===== src/rtl/rfsh_pkg.sv =====
package rfsh_pkg;

  // Low-power sequencer states
  typedef enum logic [2:0] {
    LP_RUN   = 3'd0,  // normal traffic, periodic refresh
    LP_DRAIN = 3'd1,  // traffic stopped, owed refreshes still going out
    LP_ENTER = 3'd2,  // self-refresh entry command requested
    LP_SELF  = 3'd3,  // clock-enable low, device refreshes itself
    LP_WAKE  = 3'd4   // clock-enable high again, no-op cycles running
  } lp_state_e;

endpackage


===== src/rtl/rfsh_tick.sv =====
// Interval timer: one tick per refresh slot (distributed) or per window (burst).
module rfsh_tick #(
  parameter int TREF_CYC = 6400000,
  parameter int NUM_REF  = 8192
) (
  input  logic clk,
  input  logic rst_n,
  input  logic en,
  input  logic burst_mode,
  output logic tick
);
  localparam int INT_CYC = TREF_CYC / NUM_REF;
  localparam int CW      = $clog2(TREF_CYC + 1);
  localparam logic [CW-1:0] LIM_WIN  = CW'(TREF_CYC);
  localparam logic [CW-1:0] LIM_SLOT = CW'(INT_CYC);

  logic [CW-1:0] cnt;
  logic [CW-1:0] lim;

  assign lim  = burst_mode ? LIM_WIN : LIM_SLOT;
  assign tick = en && (cnt >= lim - CW'(1));

  always_ff @(posedge clk or negedge rst_n) begin
    if (!rst_n)        cnt <= '0;
    else if (!en)      cnt <= '0;
    else if (tick)     cnt <= '0;
    else               cnt <= cnt + CW'(1);
  end

  // ticks never come in adjacent cycles when an interval is longer than one
  a_r2_tick_apart: assert property (@(posedge clk) disable iff (!rst_n)
    (tick && INT_CYC > 1) |=> !tick);

endmodule


===== src/rtl/rfsh_pend.sv =====
// Owed-refresh counter plus tRC spacing; drives the normal refresh request.
module rfsh_pend #(
  parameter int NUM_REF  = 8192,
  parameter int PEND_MAX = 8,
  parameter int TRC_CYC  = 7
) (
  input  logic clk,
  input  logic rst_n,
  input  logic clr,
  input  logic en,
  input  logic tick,
  input  logic burst_mode,
  input  logic take,
  output logic req,
  output logic quiet
);
  localparam int PTOP = (NUM_REF > PEND_MAX) ? NUM_REF : PEND_MAX;
  localparam int PW   = $clog2(PTOP + 1);
  localparam int GW   = $clog2(TRC_CYC + 1);
  localparam logic [PW-1:0] P_SAT  = PW'(PEND_MAX);
  localparam logic [PW-1:0] P_BURST = PW'(NUM_REF);
  localparam logic [GW-1:0] G_LOAD = GW'(TRC_CYC - 1);

  logic [PW-1:0] pend, pend_nx;
  logic [GW-1:0] gap;

  always_comb begin
    pend_nx = pend;
    if (clr) begin
      pend_nx = '0;
    end else if (tick && burst_mode) begin
      pend_nx = P_BURST;
    end else begin
      unique case ({tick, take})
        2'b10:   pend_nx = (pend >= P_SAT) ? P_SAT : pend + PW'(1);
        2'b01:   pend_nx = pend - PW'(1);
        default: pend_nx = pend;  // idle, or slot end meets grant
      endcase
    end
  end

  always_ff @(posedge clk or negedge rst_n) begin
    if (!rst_n) begin
      pend <= '0;
      gap  <= '0;
    end else begin
      pend <= pend_nx;
      if (clr)             gap <= '0;
      else if (take)       gap <= G_LOAD;
      else if (gap != '0)  gap <= gap - GW'(1);
    end
  end

  assign req   = en && (pend != '0) && (gap == '0);
  assign quiet = (pend == '0) && (gap == '0);

  // no request in the cycle after a grant when spacing exceeds one
  a_r4_spacing: assert property (@(posedge clk) disable iff (!rst_n)
    (take && TRC_CYC > 1) |=> !req);
  // in distributed mode the owed count never passes its cap
  a_r3_saturate: assert property (@(posedge clk) disable iff (!rst_n)
    (!burst_mode && pend <= P_SAT) |=> (burst_mode || pend <= P_SAT));
  // slot end together with a grant leaves the owed count unchanged
  a_r13_coincide: assert property (@(posedge clk) disable iff (!rst_n)
    (tick && take && !burst_mode && !clr) |=> $stable(pend));
  // a grant is only taken against a raised request
  a_r6_take_req: assert property (@(posedge clk) disable iff (!rst_n)
    take |-> req);

endmodule


===== src/rtl/rfsh_lp_fsm.sv =====
// Self-refresh entry/exit sequencer: owns the clock-enable and ready.
module rfsh_lp_fsm
  import rfsh_pkg::*;
#(
  parameter int TRAS_CYC = 5,
  parameter int XNOP_CYC = 2
) (
  input  logic clk,
  input  logic rst_n,
  input  logic lp_req,
  input  logic wake_req,
  input  logic clk_stable,
  input  logic banks_idle,
  input  logic quiet,
  input  logic sr_take,
  output logic sr_req,
  output logic run_en,
  output logic cke,
  output logic ready
);
  localparam int DTOP = (TRAS_CYC > XNOP_CYC) ? TRAS_CYC : XNOP_CYC;
  localparam int DW   = $clog2(DTOP + 1);
  localparam logic [DW-1:0] D_MIN = DW'(TRAS_CYC - 1);
  localparam logic [DW-1:0] D_NOP = DW'(XNOP_CYC - 1);
  localparam logic [DW-1:0] D_TOP = DW'(DTOP);

  lp_state_e state, nxt;
  logic [DW-1:0] dwell;
  logic wake_seen;
  logic min_done, nop_done, leave_ok;

  assign min_done = dwell >= D_MIN;
  assign nop_done = dwell >= D_NOP;
  assign leave_ok = min_done && (wake_req || wake_seen) && clk_stable;

  always_comb begin
    nxt = state;
    unique case (state)
      LP_RUN:   if (lp_req)               nxt = LP_DRAIN;
      LP_DRAIN: if (quiet && banks_idle)  nxt = LP_ENTER;
      LP_ENTER: if (sr_take)              nxt = LP_SELF;
      LP_SELF:  if (leave_ok)             nxt = LP_WAKE;
      LP_WAKE:  if (nop_done)             nxt = LP_RUN;
      default:                            nxt = LP_RUN;
    endcase
  end

  always_ff @(posedge clk or negedge rst_n) begin
    if (!rst_n) begin
      state     <= LP_RUN;
      dwell     <= '0;
      wake_seen <= 1'b0;
      cke       <= 1'b1;
    end else begin
      state <= nxt;
      if (nxt != state)       dwell <= '0;
      else if (dwell != D_TOP) dwell <= dwell + DW'(1);
      wake_seen <= (state == LP_SELF) && (nxt == LP_SELF) && (wake_seen || wake_req);
      cke       <= (nxt != LP_SELF);
    end
  end

  assign sr_req = (state == LP_ENTER);
  assign run_en = (state == LP_RUN) || (state == LP_DRAIN);
  assign ready  = (state == LP_RUN);

  // clock-enable rises only after the minimum stay in self-refresh
  a_r9_min_stay: assert property (@(posedge clk) disable iff (!rst_n)
    $rose(cke) |-> ($past(state) == LP_SELF && $past(dwell) >= D_MIN));
  // clock-enable rises only with a stable clock reported
  a_r10_stable: assert property (@(posedge clk) disable iff (!rst_n)
    $rose(cke) |-> $past(clk_stable));
  // ready comes back only after the no-op cycles
  a_r11_nop_wait: assert property (@(posedge clk) disable iff (!rst_n)
    $rose(ready) |-> ($past(state) == LP_WAKE && $past(dwell) >= D_NOP));
  // entry request raised only from a quiet, idle drain
  a_r7_enter_quiet: assert property (@(posedge clk) disable iff (!rst_n)
    $rose(sr_req) |-> $past(quiet && banks_idle));
  // clock-enable low means no request of either kind
  a_r8_quiet_low: assert property (@(posedge clk) disable iff (!rst_n)
    !cke |-> (!sr_req && !run_en));

endmodule


===== src/rtl/rfsh_sched.sv =====
// SDRAM refresh scheduler top: timer, owed-refresh counter, low-power sequencer.
module rfsh_sched #(
  parameter int TREF_CYC = 6400000,
  parameter int NUM_REF  = 8192,
  parameter int TRC_CYC  = 7,
  parameter int TRAS_CYC = 5,
  parameter int XNOP_CYC = 2,
  parameter int PEND_MAX = 8
) (
  input  logic clk,
  input  logic rst_n,
  input  logic burst_mode,
  output logic ref_req,
  output logic ref_self,
  input  logic ref_gnt,
  input  logic banks_idle,
  input  logic lp_req,
  input  logic wake_req,
  input  logic clk_stable,
  output logic cke,
  output logic ready
);
  logic tick, norm_req, quiet, sr_req, run_en;
  logic take, sr_take;

  assign take    = norm_req && ref_gnt;
  assign sr_take = sr_req && ref_gnt;

  rfsh_tick #(.TREF_CYC(TREF_CYC), .NUM_REF(NUM_REF)) u_tick (
    .clk(clk), .rst_n(rst_n), .en(run_en), .burst_mode(burst_mode), .tick(tick)
  );

  rfsh_pend #(.NUM_REF(NUM_REF), .PEND_MAX(PEND_MAX), .TRC_CYC(TRC_CYC)) u_pend (
    .clk(clk), .rst_n(rst_n), .clr(!run_en), .en(run_en), .tick(tick),
    .burst_mode(burst_mode), .take(take), .req(norm_req), .quiet(quiet)
  );

  rfsh_lp_fsm #(.TRAS_CYC(TRAS_CYC), .XNOP_CYC(XNOP_CYC)) u_lp (
    .clk(clk), .rst_n(rst_n), .lp_req(lp_req), .wake_req(wake_req),
    .clk_stable(clk_stable), .banks_idle(banks_idle), .quiet(quiet),
    .sr_take(sr_take), .sr_req(sr_req), .run_en(run_en), .cke(cke), .ready(ready)
  );

  assign ref_req  = norm_req || sr_req;
  assign ref_self = sr_req;

  // an unanswered request stays up with the same qualifier
  a_r6_hold: assert property (@(posedge clk) disable iff (!rst_n)
    (ref_req && !ref_gnt) |=> (ref_req && $stable(ref_self)));
  // clock-enable falls only on an accepted entry request
  a_r8_fall: assert property (@(posedge clk) disable iff (!rst_n)
    $fell(cke) |-> $past(ref_req && ref_self && ref_gnt));
  // normal traffic never allowed with clock-enable low
  a_r11_ready_cke: assert property (@(posedge clk) disable iff (!rst_n)
    ready |-> cke);

endmodule


===== config.mk =====
export PLATFORM = sky130hd
export DESIGN_NAME = rfsh_sched
export DESIGN_NICKNAME = d
export VERILOG_FILES = /design/src/rtl/rfsh_pkg.sv /design/src/rtl/rfsh_tick.sv /design/src/rtl/rfsh_pend.sv /design/src/rtl/rfsh_lp_fsm.sv /design/src/rtl/rfsh_sched.sv
export SDC_FILE = /design/constraint.sdc
export NUM_CORES = 1
export LEC_CHECK = 0
export ABC_AREA = 0
export BUFFER_PORTS_ARGS = -buffer_cell sky130_fd_sc_hd__buf_2
export CAP_MARGIN = 20
export CORE_MARGIN = 2
export CORE_UTILIZATION = 45
export CTS_CLUSTER_SIZE = 12
export DETAILED_ROUTE_END_ITERATION = 8
export GPL_TIMING_DRIVEN = 0
export PLACE_DENSITY = 0.6
export SLEW_MARGIN = 10
export SYNTH_ARGS = -nofsm -noshare
export SYNTH_HDL_FRONTEND = slang
export SYNTH_HIERARCHICAL = 1
export SYNTH_SLANG_ARGS = --single-unit

===== constraint.sdc =====
create_clock -name clk -period 3.19 [get_ports clk]
set_clock_uncertainty 0.05 [all_clocks]
set_input_delay 0.319 -clock clk [delete_from_list [all_inputs] [get_ports clk]]
set_output_delay 0.319 -clock clk [all_outputs]
set_load 0.01 [all_outputs]

Yosys cells after proc, flatten, opt, wreduce, memory -nomap -nowiden
Cells that the tools add are included.
Storage, ports and cells
  input bits: 8
  bits in registers: 48
  logic and storage cells: 68
Operators by class
  order comparisons: 4
  reduce and logical (&&, ||, !) cells: 21
  $add $sub $neg: 6
  eq/ne operators: 12
  multiplexer cells: 18
Operators by type and width (count)
  $mux 23: 3
  $mux 14: 3
  $mux 3: 10
  $pmux 14 s2: 1
  $add 23x1->23 const B: 1
  $ge 23x23->1: 1
  $sub 23x1->23 const B: 1
  $pmux 3 s5: 1
  $add 14x1->14 const B: 1
  $ge 14x4->1 const B: 1
  $logic_not 14->1: 1
  $reduce_bool 14->1: 1
  $sub 14x1->14 const B: 1
  $logic_and 1x1->1: 12
  $eq 3x2->1 const B: 3
  $logic_not 3->1: 2
  $ne 3x3->1 const B: 2
  $ne 4x4->1 const B: 1
  $add 3x1->3 const B: 1
  $eq 3x1->1 const B: 1
  $eq 3x3->1 const B: 1
  $ge 3x1->1 const B: 1
  $ge 3x3->1 const B: 1
  $logic_or 1x1->1: 3
  other kinds (7): 7

Logic depth before layout (Yosys ltp)
  depth after elaboration: 9
  mapped depth: 15

Hierarchy
The synthesis kept the hierarchy.
Modules (own cells, without submodules)
  rfsh_tick: cells each 146, area each 1453.9 µm², instances 1
  rfsh_pend: cells each 145, area each 1291.2 µm², instances 1
  rfsh_lp_fsm: cells each 48, area each 488.0 µm², instances 1
  rfsh_sched: cells each 4, area each 23.8 µm², instances 1

Least setup slack after synthesis
Ideal clock, no wire load.
  path type: input to register
  start: input burst_mode
  end: register u_pend.pend[11]
  setup slack: -0.041 ns
  arrival time: 3.104 ns
  stages: 14
  buffers on the path: 0
  data required time: 3.063 ns
  setup time: 0.077 ns
  cell sequence: inv_1 -> ha_1 -> and4_1 -> or4_1 -> a211oi_2 -> o21ai_0 -> and2_1 -> inv_1 -> ha_1 -> nor4b_4 -> nand3_2 -> nor4b_2 -> a21oi_1 -> a21oi_1
On the way
  longest elaborated chain between the ends: 8
  elaborated cells on any way between the ends: 11
Ends and longest elaborated chain
  start, declared: line rfsh_sched.sv:12  | input logic burst_mode,
  $mux 23 *: line rfsh_tick.sv:20  | assign lim = burst_mode ? LIM_WIN : LIM_SLOT;
  $sub 23x1->23 *: line rfsh_tick.sv:21  | assign tick = en && (cnt >= lim - CW'(1));
  $ge 23x23->1 *: line rfsh_tick.sv:21
  $logic_and 1x1->1 *: line rfsh_tick.sv:21
  net tick: line rfsh_sched.sv:23  | logic tick, norm_req, quiet, sr_req, run_en;
  $eq 2x1->1 or $eq 2x2->1 (tied branches): line rfsh_pend.sv:34  | unique case ({tick, take})
  $pmux 14 s2: line rfsh_pend.sv:34
  $mux 14: line rfsh_pend.sv:31  | end else if (tick && burst_mode) begin
  $mux 14: line rfsh_pend.sv:29  | if (clr) begin
  end signal, assigned: line rfsh_pend.sv:47  | pend <= pend_nx;
  end, declared: line rfsh_pend.sv:24  | logic [PW-1:0] pend, pend_nx;
Mark *: on every way through the listed nets, which the timed path passes. The rest lies on a longest branch.
A chain may end at the register's enable or synchronous reset.

Worst setup path after layout
  start: register u_tick.cnt[19]
  end: register u_pend.pend[9]
On the way
  longest elaborated chain between the ends: 6
  elaborated cells on any way between the ends: 9
Ends and longest elaborated chain
  start, declared: line rfsh_tick.sv:17  | logic [CW-1:0] cnt;
  start signal, assigned: line rfsh_tick.sv:27  | else cnt <= cnt + CW'(1);
  $ge 23x23->1 *: line rfsh_tick.sv:21
  $logic_and 1x1->1 *: line rfsh_tick.sv:21
  net tick: line rfsh_sched.sv:23
  $eq 2x1->1 or $eq 2x2->1 (tied branches): line rfsh_pend.sv:34
  $pmux 14 s2: line rfsh_pend.sv:34
  $mux 14: line rfsh_pend.sv:31
  $mux 14: line rfsh_pend.sv:29
Marks and branches as above.

==> impl_metrics.tcl <==
set metrics [dict create \
    largest_net_degree_at_the_start_of_global_routing 49 \
    warnings_synthesis 6 \
    yosys.area_share.simple_pct 29.66 \
    antenna_left 0 \
    worst_ir_drop_vdd_mv 0.1867 \
    period_needed_ns 3.076 \
    fin_crit_sh_pct 96.42 \
    synthAdderAreaFrac_pct 8.068 \
    critPathMaxStageDelay_ns 0.58 \
    holdCritStartpoint "clk_stable" \
    first_global_vias 2423 \
    worstMarginPinSlew_ns 0.9620 \
    gr-total-overflow 0 \
    main_combinational_cell_family_by_area_after_synthesis "simple AND/OR/NAND/NOR gates" \
    remaining_drc_errors 0 \
    path_clk_slew_ns 0.09 \
    syn_avg_cell_area_um2 9.495 \
    synthDominantCellAreaShare_pct 36.11 \
    io_buffer_count 11 \
    first_iter_violations 113 \
    routabilityCongestion 0.7973 \
    crit_required_ns 3.31 \
    tritoncts_buffer_count 5 \
    crit-reg2reg-launch "u_tick/cnt[19]$_DFF_PN0_" \
    critical_path.reg2reg.endpoint "u_pend/pend[9]$_DFFE_PN0P_" \
    synth-edff-count 0 \
    hold_class "input pin to register" \
    floorplan.rows 31 \
    power_per_cell_area_mw_per_mm2 465.2 \
    grt_pass1_wl_mm 11.12 \
    netlist_instances 343 \
    synthMuxAreaShare_pct 0.6147 \
    worst-setup-path-type "register to register" \
    rsz_0062_raised_after_global_routing "true" \
    dieWidth_um 89.08 \
    endpoint_kind "register" \
    finish.utilization_pct 53.44 \
    routed-via-count 2529 \
    clock-sinks 48 \
    wirelength_mm 6.672 \
    setup_viol 0 \
    dpl.hpwl_mm 4.528 \
    reg2reg_slack_ns 0.11 \
    tritoncts "done" \
    worstPathCellList "or4_4 > nor3_2 > a211oi_4 > o21ai_1 > and2_4 > inv_2 > ha_4 > buf_4 > and4b_1 > buf_6 > nand4_1 > a21oi_2 > xnor2_1 > nor2_1" \
    insertedDiodeCount 0 \
    rr_worst_depth 14 \
    share_of_cells_above_drive_strength_1_pct 28.31 \
    drt-pass1-iter-count 4 \
    floorplan.core_area_mm2 0.007137 \
    clock_tree.root_cell "sky130_fd_sc_hd__clkbuf_8" \
    max_fo_critical_path 6 \
    final_non_filler_cell_total 477 \
    finalNetCount 406 \
    number_of_pins_with_negative_max_slew_slack_in_the_final_report 0 \
    synth-compound-area-share_pct 11.26 \
    ys_seq_area_share_pct 36.92 \
    most-common-layout-cells "45 x sky130_fd_sc_hd__dfrtp_1, 28 x sky130_fd_sc_hd__nor2_1, 20 x sky130_fd_sc_hd__nand2_1" \
    async_sr_flop_fraction_pct 100.0 \
    cap_violations 0 \
    timing.hold.worst_path_depth 2 \
    postSynthNetCount 372 \
    finalHoldViolations 0 \
    antenna_found_initial 0 \
    critical_path.startpoint_type "register" \
    die_area_mm2 0.007934 \
    yosys_register_bits 48 \
    htree_num_levels 2 \
    start_util_pct 45.63 \
    ys.flop_type "sky130_fd_sc_hd__dfrtp_1" \
    min_to "u_lp/wake_seen$_DFF_PN0_" \
    layout-area-overhead-vs-synth_pct 17.10 \
    wl_cell_um 13.99 \
    synth-xor-area-share_pct 8.337 \
    mapped_area_mm2 0.003257 \
    p_leak_nw 1.639 \
    max-clock-path-buffers 2 \
    status "completed" \
    netlist_top_cells_area "sky130_fd_sc_hd__dfrtp_1 36%, sky130_fd_sc_hd__ha_1 8.1%, sky130_fd_sc_hd__xnor2_1 4.8%" \
    timing.slew.headroom_pct 35.28 \
    groute.usage.overall_pct 17.64 \
    worstSkewPairLatency_ns 0.30 \
    worst_ep_arrival_time_ns 3.20 \
    placed_cells_incl_taps 454 \
    post_synth_num_cell_types 63 \
    viasPerCell 5.302 \
    ioPinCount 12 \
    synthDominantAreaCellType "sky130_fd_sc_hd__dfrtp_1" \
    layout.cells.most_common "sky130_fd_sc_hd__dfrtp_1" \
    slowest_stage "sky130_fd_sc_hd__or4_4" \
    chip_height_um 89.08 \
    max_freq_mhz 325.1 \
]
cell usage after synthesis (all sizes together) (2+ instances only):
master / count
nand4b: 3
clkbuf: 2
nor4b: 4
nor3: 7
nor2: 49
nor4: 13
nand3b: 3
buf: 11
mux2i: 2
and2: 5
and4: 2
ha: 21
nand3: 18
o31a: 2
a211oi: 5
nand2: 21
and3: 6
xnor2: 18
or4: 2
nor2b: 2
a21oi: 24
a21o: 2
o2111ai: 2
o21ai: 7
xor2: 13
nand2b: 2
or3: 3
inv: 19
dfrtp: 47
or2: 2
o31ai: 2
nand4: 11
logic make-up after synthesis:
logic type / count (synthesis)
multiplexers: 2
adder cells (fa/ha/maj): 21
AND/OR/NAND/NOR: 156
AO/OA/AOI/OAI: 53
XOR/XNOR: 31
buffers and inverters: 32
flip-flops: 48
routing by layer:
metal / up-vias / wire length, µm / GRT usage (%)
li1: 1285 / - / -
met1: 1208 / 3209 / 23.42
met2: 31 / 3214 / 29.85
met3: 5 / 180 / 3.139
met4: 0 / 68 / 4.478
met5: - / 0 / 0
per-stage QoR:
stage	setup slack [ns]	area (µm²)	hold WS, ns	TNS [ns]	total power, mW
after floorplan	0.009688	3263	-0.02659	0	1.148
after global placement	-0.6311	3442	0.4665	-7.710	1.281
after detailed placement	-0.6576	3452	0.4693	-8.220	1.289
after CTS	0.01052	3675	0.1423	0	1.790
after global routing	-0.05062	3814	0.1355	-0.09501	1.900
final	0.1142	3814	0.1500	0	1.774
worst max-delay path by stage:
stage	start	end	slack (ns)	cells after the start
2_1_floorplan	burst_mode	u_pend/pend[11]$_DFFE_PN0P_	0.01	14
3_3_place_gp	burst_mode	u_pend/pend[8]$_DFFE_PN0P_	-0.63	15
3_5_place_dp	burst_mode	u_pend/pend[8]$_DFFE_PN0P_	-0.66	15
4_1_cts	u_tick/cnt[14]$_DFF_PN0_	u_pend/pend[11]$_DFFE_PN0P_	0.01	12
5_1_grt	u_tick/cnt[19]$_DFF_PN0_	u_pend/pend[12]$_DFFE_PN0P_	-0.05	14
6_report	u_tick/cnt[19]$_DFF_PN0_	u_pend/pend[9]$_DFFE_PN0P_	0.11	14
worst max-delay path: cells and delay by family (launching register included):
| kind | cells | cell delay [ns] |
|---|---|---|
| compound gates | 3 | 0.37 |
| xor+xnor | 1 | 0.15 |
| fa+ha+maj | 1 | 0.15 |
| buf+inv | 3 | 0.31 |
| flops | 1 | 0.44 |
| simple gates | 6 | 1.47 |
layout make-up:
type | instances | area (µm²)
fillers | 669 | 3323
repair buffers | 28 | 206.4
inverters | 19 | 75.07
clock buffers | 7 | 96.34
flip-flops and latches | 48 | 1205
clock inverters | 1 | 30.03
multi-input cells | 263 | 1979
well taps | 99 | 123.9
plain buffers | 12 | 97.59
timing repair:
item / in CTS / in global routing
gates resized for setup: 10 / 14
buffers inserted: 8 / 6
hold buffers: 0 / 1
pin swaps: 5 / 11
endpoints found under the setup margin: 14 / 11
endpoints found under the hold margin: 0 / 13
power by group:
part           switching (mW)  internal, mW
clock network           0.208         0.277
logic                   0.343         0.216
registers              0.0590         0.671
total                   0.610          1.16
flip-flops by register name, indices dropped and copies added (netlist names):
name and cells:
u_tick/cnt 23, u_pend/pend 14, u_lp/dwell 3, u_lp/state 3
u_pend/gap 3, u_lp/cke 1, u_lp/wake_seen 1
Power figures use the tool's default switching activity.
